$ cat src/rtl/taf_pkg.sv
// Shared types for the three-axis sample queue.
package taf_pkg;

    // Capture mode encoding; the order is part of the external interface.
    typedef enum logic [1:0] {
        MODE_PASS = 2'b00,
        MODE_FILL = 2'b01,
        MODE_RING = 2'b10,
        MODE_CAPT = 2'b11
    } fifo_mode_e;

endpackage

$ cat src/rtl/taf_queue.sv
// Circular storage with head/tail pointers and an occupancy counter.
// Assumes the caller never requests enq on a full queue without a deq in
// the same cycle, and never deq on an empty queue. clr wins over both.
module taf_queue #(
    parameter int W     = 48,
    parameter int DEPTH = 32
) (
    input  logic                         clk,
    input  logic                         rst_n,
    input  logic                         clr,
    input  logic                         enq,
    input  logic                         deq,
    input  logic [W-1:0]                 din,
    output logic [W-1:0]                 head,
    output logic [$clog2(DEPTH+1)-1:0]   level
);
    localparam int PTR_W = $clog2(DEPTH);
    localparam int CNT_W = $clog2(DEPTH + 1);
    localparam logic [PTR_W-1:0] LAST = PTR_W'(DEPTH - 1);

    logic [W-1:0]     mem [DEPTH];
    logic [PTR_W-1:0] rd_ptr, wr_ptr;
    logic [CNT_W-1:0] count;

    // Write the incoming entry at the tail.
    always_ff @(posedge clk) begin
        if (enq && !clr) mem[wr_ptr] <= din;
    end

    // Advance pointers and the occupancy count.
    always_ff @(posedge clk) begin
        if (!rst_n || clr) begin
            rd_ptr <= '0;
            wr_ptr <= '0;
            count  <= '0;
        end else begin
            if (enq) wr_ptr <= (wr_ptr == LAST) ? '0 : wr_ptr + 1'b1;
            if (deq) rd_ptr <= (rd_ptr == LAST) ? '0 : rd_ptr + 1'b1;
            case ({enq, deq})
                2'b10:   count <= count + 1'b1;
                2'b01:   count <= count - 1'b1;
                default: count <= count;
            endcase
        end
    end

    assign head  = mem[rd_ptr];
    assign level = count;
endmodule

$ cat src/rtl/taf_trigger.sv
// Detects the first rising edge of the selected event input while armed
// and keeps a sticky flag until clr. Assumes event inputs are synchronous.
module taf_trigger (
    input  logic clk,
    input  logic rst_n,
    input  logic clr,
    input  logic arm,
    input  logic sel,
    input  logic evt_a,
    input  logic evt_b,
    output logic fired
);
    logic prev_a, prev_b;
    logic edge_hit;

    // Remember last event levels for edge detection.
    always_ff @(posedge clk) begin
        if (!rst_n) begin
            prev_a <= 1'b0;
            prev_b <= 1'b0;
        end else begin
            prev_a <= evt_a;
            prev_b <= evt_b;
        end
    end

    // Rising edge of whichever input is selected.
    always_comb edge_hit = sel ? (evt_b && !prev_b) : (evt_a && !prev_a);

    // Sticky event flag; cleared on re-arm.
    always_ff @(posedge clk) begin
        if (!rst_n || clr)          fired <= 1'b0;
        else if (arm && edge_hit)   fired <= 1'b1;
    end
endmodule

$ cat src/rtl/tri_axis_fifo.sv
// Three-axis sample queue with a holding stage in front of a circular
// queue and four capture modes. Assumes one reading per strobe and that
// mode changes are deliberate (any change re-arms and empties the block).
module tri_axis_fifo
    import taf_pkg::*;
#(
    parameter int AXIS_W = 16,
    parameter int DEPTH  = 32,
    parameter int CNT_W  = $clog2(DEPTH + 1),
    parameter int THR_W  = $clog2(DEPTH)
) (
    input  logic               clk,
    input  logic               rst_n,
    input  logic               smp_valid,
    input  logic [AXIS_W-1:0]  smp_x,
    input  logic [AXIS_W-1:0]  smp_y,
    input  logic [AXIS_W-1:0]  smp_z,
    input  logic [1:0]         mode,
    input  logic [THR_W-1:0]   thresh,
    input  logic               trig_sel,
    input  logic               evt_a,
    input  logic               evt_b,
    input  logic               pop,
    output logic               out_valid,
    output logic [AXIS_W-1:0]  out_x,
    output logic [AXIS_W-1:0]  out_y,
    output logic [AXIS_W-1:0]  out_z,
    output logic [CNT_W-1:0]   level,
    output logic               watermark,
    output logic               overflow,
    output logic               trig_seen
);
    localparam int ENT_W = 3 * AXIS_W;
    localparam logic [CNT_W-1:0] FULL_LVL = CNT_W'(DEPTH);

    fifo_mode_e         mode_q;
    logic [ENT_W-1:0]   hold, din, q_head;
    logic               hold_v, ovf;
    logic               mode_chg, s_in, open;
    logic               fwd, pre, ring_ovr, deq_fwd, direct, room;
    logic               enq_fwd, drop, enq_pre, deq_pre;
    logic [CNT_W-1:0]   thr_ext;

    assign din     = {smp_x, smp_y, smp_z};
    assign thr_ext = CNT_W'(thresh);

    // Queue steering for the current cycle.
    always_comb begin
        mode_chg = (mode != mode_q);
        s_in     = smp_valid && !mode_chg;
        open     = !hold_v || pop;
        fwd      = !mode_chg && (mode_q != MODE_PASS) &&
                   (mode_q != MODE_CAPT || trig_seen);
        pre      = !mode_chg && (mode_q == MODE_CAPT) && !trig_seen;
        ring_ovr = fwd && (mode_q == MODE_RING) && s_in && hold_v && !pop &&
                   (level == FULL_LVL);
        deq_fwd  = fwd && (level != '0) && (open || ring_ovr);
        direct   = fwd && s_in && (level == '0) && open;
        room     = (level != FULL_LVL) || deq_fwd;
        enq_fwd  = fwd && s_in && !direct && room;
        drop     = fwd && s_in && !direct && !room;
        enq_pre  = pre && s_in && (thresh != '0);
        deq_pre  = enq_pre && (level >= thr_ext) && (level != '0);
    end

    taf_queue #(.W(ENT_W), .DEPTH(DEPTH)) u_queue (
        .clk   (clk),
        .rst_n (rst_n),
        .clr   (mode_chg),
        .enq   (enq_fwd || enq_pre),
        .deq   (deq_fwd || deq_pre),
        .din   (din),
        .head  (q_head),
        .level (level)
    );

    taf_trigger u_trig (
        .clk   (clk),
        .rst_n (rst_n),
        .clr   (mode_chg),
        .arm   (!mode_chg && (mode_q == MODE_CAPT)),
        .sel   (trig_sel),
        .evt_a (evt_a),
        .evt_b (evt_b),
        .fired (trig_seen)
    );

    // Track the mode in force; a difference is a re-arm request.
    always_ff @(posedge clk) begin
        if (!rst_n) mode_q <= MODE_PASS;
        else        mode_q <= fifo_mode_e'(mode);
    end

    // Output holding stage.
    always_ff @(posedge clk) begin
        if (!rst_n || mode_chg) begin
            hold_v <= 1'b0;
        end else if (mode_q == MODE_PASS) begin
            if (s_in) begin
                hold   <= din;
                hold_v <= 1'b1;
            end else if (pop) begin
                hold_v <= 1'b0;
            end
        end else if (fwd) begin
            if (deq_fwd) begin
                hold   <= q_head;
                hold_v <= 1'b1;
            end else if (direct) begin
                hold   <= din;
                hold_v <= 1'b1;
            end else if (pop) begin
                hold_v <= 1'b0;
            end
        end
    end

    // Sticky loss flag.
    always_ff @(posedge clk) begin
        if (!rst_n || mode_chg)   ovf <= 1'b0;
        else if (drop || ring_ovr) ovf <= 1'b1;
    end

    // Status outputs.
    always_comb begin
        out_valid = hold_v;
        {out_x, out_y, out_z} = hold;
        overflow  = ovf;
        watermark = (thresh == '0) ||
                    (((mode_q == MODE_FILL) || (mode_q == MODE_RING)) &&
                     (level >= thr_ext));
    end
endmodule

$ cat config.mk
export PLATFORM = sky130hd
export DESIGN_NAME = tri_axis_fifo
export DESIGN_NICKNAME = d
export VERILOG_FILES = /design/src/rtl/taf_pkg.sv /design/src/rtl/taf_queue.sv /design/src/rtl/taf_trigger.sv /design/src/rtl/tri_axis_fifo.sv
export SDC_FILE = /design/constraint.sdc
export NUM_CORES = 1
export LEC_CHECK = 0
export ABC_CLOCK_PERIOD_IN_PS = 8600
export BUFFER_PORTS_ARGS = -buffer_cell sky130_fd_sc_hd__buf_2
export CAP_MARGIN = 10
export CORE_UTILIZATION = 60
export CTS_CLUSTER_DIAMETER = 40
export DETAILED_ROUTE_END_ITERATION = 10
export PLACE_DENSITY_LB_ADDON = 0.1
export SKIP_CTS_REPAIR_TIMING = 1
export SYNTH_ARGS = -nofsm -noshare
export SYNTH_HDL_FRONTEND = slang
export SYNTH_SLANG_ARGS = --single-unit
export TNS_END_PERCENT = 20
$ cat constraint.sdc
create_clock -name clk -period 8.6 [get_ports clk]
set_input_delay 1.29 -clock clk [delete_from_list [all_inputs] [get_ports clk]]
set_output_delay 1.29 -clock clk [all_outputs]
set_load 0.05 [all_outputs]
* After elaboration in Yosys (flattened, before gate mapping)
Memories as Yosys holds them, arrays and structs flattened. A register that Yosys moved wholly into a read port is not among the register bits.
Cells that the tools add are included.
** Word-level totals
- RAM bits :: 1536
- Latch bits :: 0
- Register bits :: 71
- Word-level logic and storage cells :: 104
- Input bits :: 62
- Memory bits (read-only) :: 0
- Memories kept :: 1
** Operators by class
- Divide/modulo/power cells :: 0
- Order comparisons :: 1
- Equal/unequal tests :: 12
- $mul :: 0
- Add/subtract/negate cells :: 4
- Bitwise gates (word level) :: 1
- Shifts and indexed selects :: 0
- Reduce and logical (&&, ||, !) cells :: 56
- Multiplexer cells :: 19
** Memory list
- u_queue.mem :: words 32, width 48, read ports 1, clocked after memory_dff 1, wr ports 1, line taf_queue.sv:21 : logic [W-1:0] mem [DEPTH];
** Operators by type and width (count)
- 48-bit two-way mux :: 5
- 1-bit logical AND :: 27
- 5-bit two-way mux :: 4
- 6-bit case mux with 2 select lines :: 1
- 5-bit by 1-bit adder with 5-bit output, second input constant :: 2
- 5-bit == test, second input constant :: 2
- 1-bit logical OR :: 10
- 1-bit zero test :: 9
- 1-bit two-way mux :: 9
- 6-bit by 1-bit adder with 6-bit output, second input constant :: 1
- 2-bit == test, second input constant :: 3
- 6-bit == test, second input constant :: 1
- 6-bit by 5-bit greater-or-equal comparator with 1-bit output :: 1
- 6-bit zero test :: 1
- 6-bit inequality test, second input constant :: 1
- 2-bit nonzero test :: 3
- 6-bit nonzero test :: 1
- 6-bit by 1-bit subtractor with 6-bit output, second input constant :: 1
- 5-bit zero test :: 1
- 5-bit nonzero test :: 1
- 2-bit by 1-bit == test with 1-bit output, second input constant :: 2
- 2-bit inequality test, second input constant :: 2
- 4-bit AND reduction :: 1
- 3-bit nonzero test :: 1
- other kinds (3) :: 3

* Longest topological paths before layout
- Depth in word-level cells :: 17
- Gate-level depth with buffers :: 16
- Mapped depth without buffers :: 16

* Cells and area by module
Synthesis repeated with hierarchy kept, for this count alone.
** Unflattened totals
- Cells, all modules :: 3161
- Area total of the unflattened synthesis :: 62537.5 µm²
** Modules (own cells, without submodules)
- taf_queue :: times used 1, cells an instance 2987, area each 59862.4 µm²
- tri_axis_fifo :: times used 1, cells an instance 165, area each 2566.2 µm²
- taf_trigger :: times used 1, cells an instance 9, area each 108.9 µm²

* Worst setup path before layout
Ideal clock, no wire load.
- Kind :: input port to flip-flop
- Start point :: in mode[1]
- End point :: mem u_queue.mem[30][0], enable pin
- Required time :: 8.146 ns
- Cell stages on the path :: 6
- Buffers on the path :: 0
- Path slack :: 3.794 ns
- Setup time :: 0.454 ns
- Arrival :: 4.353 ns
- Path through :: xor2_1 > nor2_1 > and2_2 > o21a_1 > nand2_1 > nor2_1
** Between the ends
- Longest elaborated chain between the ends :: 17
** RTL lines
- from (decl) :: line tri_axis_fifo.sv:18 : input logic [1:0] mode,
- 2-bit inequality test * :: line tri_axis_fifo.sv:49 : mode_chg = (mode != mode_q);
- 1-bit zero test *
- 1-bit logical AND (2 in a row) :: line tri_axis_fifo.sv:52 : fwd = !mode_chg && (mode_q != MODE_PASS) &&
- 1-bit logical AND (5 in a row) :: line tri_axis_fifo.sv:55 : ring_ovr = fwd && (mode_q == MODE_RING) && s_in && hold_v && !pop &&
- 1-bit logical OR :: line tri_axis_fifo.sv:57 : deq_fwd = fwd && (level != '0) && (open || ring_ovr);
- 1-bit logical AND :: line tri_axis_fifo.sv:57
- 1-bit logical OR :: line tri_axis_fifo.sv:59 : room = (level != FULL_LVL) || deq_fwd;
- 1-bit logical AND :: line tri_axis_fifo.sv:60 : enq_fwd = fwd && s_in && !direct && room;
- 1-bit logical OR :: line tri_axis_fifo.sv:70 : .enq (enq_fwd || enq_pre),
- 1-bit logical AND * :: line taf_queue.sv:27 : if (enq && !clr) mem[wr_ptr] <= din;
- 1-bit two-way mux * :: line taf_queue.sv:27
- 1-bit two-way mux (implied by the code) * :: line taf_queue.sv:27
- to (decl) :: line taf_queue.sv:21
Every way passes the cells marked *; elsewhere a longest branch is shown, timed or not.

* Worst setup path after layout
- Start point :: in mode[1]
- End point :: mem u_queue.mem[1][2], enable pin
The elaborated chain is that of the path after synthesis.

==> impl_metrics.csv <==
group,metric,value,unit
status,status,"finished clean",
detailed_routing,ant_nets,0,
setup_path,path_class,"primary input to flop",
setup_path,rr_endpoint,"u_queue.mem[1][2]",
power_and_ir_drop,leakage,21.6,nW
floorplanning,io_pins,120,
final_layout,drive_gt1_frac,0.285,
synthesis,syn_nets,2872,
cts,cts_tree,"done",
detailed_routing,routed_wl,145000,um
sta,skew,26.4,ps
final_layout,multi_input_area,12700,um^2
setup_path,reg2reg_slack,4770,ps
cts,cts_sinks,1612,
setup_path,crit_path_end_kind,"flop",
final_layout,nFillCells,6087,
detailed_routing,vias,29800,
worst_hold_path,min_path_cells,2,
grt,grt_pass1_vias,30900,
floorplanning,die_h,321,um
sta,fmax,0.248,GHz
setup_path,required,8990,ps
detailed_routing,drtIter0Drc,3645,
final_layout,final_cells,4490,
grt,grt_usage,0.289,
floorplanning,core,101000,um^2
synthesis,yosys_warnings,0,
grt,overflow,0,
floorplanning,dieArea,103000,um^2
detailed_routing,first_pass_iters,5,
sta,final-hold-violation-count,0,
floorplanning,initial_utilization,0.609,
sta,min_period,4030,ps
sta,finalCritPeriodShare,0.468,
setup_path,crit_path_start_kind,"primary input",
detailed_routing,drt-met1-wl,55700,um
placed_design,gp_congestion,0.792,
sta,finalSetupViolations,0,
synthesis,netlist_instances,2789,
setup_path,reg2reg_from,"mode_q[0]",
grt,grt_antenna_before_repair,1,
synthesis,syn_area_per_cell,22.0,um^2
cts,worstSkewPairLatency,770,ps
sta,rsz0062_at_grt,"false",
placed_design,dp_cells,4160,
setup_path,r2r_cells,8,
sta,worst_slew_pin_slew,1320,ps
detailed_routing,wl_met3,10500,um
placed_design,portBuffers,119,
worst_hold_path,whs_endpoint,"u_trig.fired",
power_and_ir_drop,cellPowerDensity,237,nW/um^2
placed_design,dp_hpwl,78500,um
job,cap_violations,0,
sta,report.final.slew_viol_count,0,
floorplanning,rows,116,
sta,maxSlewHeadroom,0.119,
synthesis,ys_types,52,
synthesis,synth_area,61200,um^2
final_layout,syn2layout_area_growth,13.7,%
worst_hold_path,hold_start,"u_trig.fired",
detailed_routing,vias_per_cell,6.65,
setup_path,cp.arrival,4410,ps
cts,cts_max_level,4,
setup_path,critPathMaxFanout,29,
power_and_ir_drop,vdd_drop_max,194,uV
grt,grt_max_degree,116,
cts,cts_root_buf,"clkbuf_16",
synthesis,yosys_register_bits,1612,
final_layout,nNetsFinal,3067,
detailed_routing,highest_layer,"met4",
floorplanning,die_w,321,um
detailed_routing,wl_met2,73700,um
cts,clk_pin_slew_worst_paths,60,ps
detailed_routing,detail_route.wl_per_cell,32.3,um
synthesis,ys_seq_area_frac,0.786,
detailed_routing,drcViolationCount,0,
grt,grt_pass1_wl,212000,um
worst_hold_path,holdCritPathClass,"flop to flop",
cts,cts-buffers-inserted,179,
cts,cts.path.max_buffers,3,
final_layout,regArea,48100,um^2
sta,fin_setup_tns,0,ps
[power breakdown]
part           switching, W  total, W  internal [W]
Combinational      0.000178  0.000203     0.0000249
Clock               0.00308   0.00766       0.00458
Sequential       0.00000344   0.00863       0.00863
[through the flow]
step           instance area, um^2  setup WS (ps)  power, W  hold slack [ps]  utilization
3_3_place_gp                 63600           3850   0.00899              486        0.633
3_5_place_dp                 63600           3760   0.00901              487        0.633
5_1_grt                      69700           4390    0.0169              536        0.692
6_report                     69700           4570    0.0165              494        0.693
4_1_cts                      69700           4590    0.0166              502        0.692
2_1_floorplan                61200           3790   0.00884              462            -
[routing by layer]
layer | up-vias | track usage
li1 | 12200 | -
met4 | 0 | 0.102
met2 | 1501 | 0.477
met1 | 15900 | 0.399
met5 | - | 0
met3 | 237 | 0.0429
[sequential cells by signal, indices dropped and copies added, names as in the netlist, named ones only]
| register | count |
|---|---|
| mode_q | 2 |
| overflow | 1 |
| u_queue.level | 6 |
| u_queue.mem | 1536 |
| u_queue.rd_ptr | 5 |
| hold | 48 |
| u_trig.prev_a | 1 |
| u_trig.fired | 1 |
| u_trig.prev_b | 1 |
| out_valid | 1 |
| u_queue.wr_ptr | 5 |
[synth_stat cells (all sizes together)]
master	count	share of area
edfxtp	1584	0.78
mux4	384	0.14
a22oi	192	0.024
a21oi	111	0.0091
nand2	110	0.0067
clkbuf	107	0.0067
o21ai	58	0.0047
nor2	57	0.0035
buf	50	0.0040
dfxtp	28	0.0092
ha	20	0.0041
inv	16	0.00098
and2	6	0.00063
a31oi	5	0.00051
nand3b	5	0.00061
a21o	4	0.00051
nand3	4	0.00033
or3	4	0.00051
or4	4	0.00055
xor2	4	0.00057
mux2i	3	0.00049
nand2b	3	0.00031
nor2b	3	0.00031
nor3	3	0.00043
xnor2	3	0.00043
and3	2	0.00020
nand4	2	0.00020
or2b	2	0.00029
or3b	2	0.00029
a211oi	1	0.00012
a21boi	1	0.00012
a221oi	1	0.00014
a41oi	1	0.00045
and2b	1	0.00014
fa	1	0.00033
nand4b	1	0.00014
nand4bb	1	0.00018
o2111a	1	0.00020
o2111ai	1	0.00025
o21a	1	0.00012
o31ai	1	0.00012
or4b	1	0.00016
[layout by cell type (no fill, tap or decap), types with 3 or more instances in the layout]
cell,n
a31oi_1,5
mux4_2,384
ha_1,20
nand3b_1,5
buf_2,119
clkinv_2,22
clkinv_4,13
inv_1,16
a21o_1,3
nand3_1,4
clkbuf_1,21
mux2i_1,3
nor2_1,23
bufinv_16,20
dfxtp_4,3
clkbuf_16,184
a21oi_1,111
inv_6,18
inv_8,4
and2_1,4
nand2_1,110
buf_12,6
nand2b_1,3
or4_1,3
o21ai_0,58
dfxtp_1,25
clkinv_1,24
buf_4,46
xnor2_1,3
clkinvlp_4,18
edfxtp_1,1584
xor2_1,4
nor2_4,34
clkbuf_8,4
a22oi_1,192
[area by class of cell]
cell class              instances  share of cell area
flip-flops and latches       1612               0.691
clock inverters               120              0.0182
repair buffers                171              0.0152
diodes                          1           0.0000359
well taps                    1357              0.0244
multi-input cells            1004               0.182
inverters                      16            0.000862
clock buffers                 209              0.0680
[cell families (layout without fill, tap and decap cells)]
logic type                 after synthesis  count (layout)  share of synthesized area
AOI/OAI and AO/OA                      378             378                     0.0399
xor gates and xnor gates                 7               7                    0.00100
adders and majority gates               21              21                    0.00441
buffers and inverters                  173             516                     0.0117
DFF                                   1612            1612                      0.786
muxes                                  387             387                      0.142
other                                    0               1                          0
and+or+nand+nor                        211             211                     0.0155
[worst max path at each step]
stage / to / startpoint / slack [ps]
5_1_grt: u_queue.mem[1][12] / mode[1] / 4390
2_1_floorplan: u_queue.mem[30][0] / mode[1] / 3790
3_3_place_gp: u_queue.mem[1][18] / mode[1] / 3850
6_report: u_queue.mem[1][2] / mode[1] / 4570
4_1_cts: u_queue.mem[1][21] / mode[1] / 4590
3_5_place_dp: u_queue.mem[1][6] / mode[1] / 3760
[worst max-delay path: stages]
cell	delay, ps
buf_2	110
xor2_1	150
nor2_1	330
and2_2	250
o21a_1	330
nand2_1	560
nor2_4	770
buf_4	550
Power figures use the tool's default switching activity.
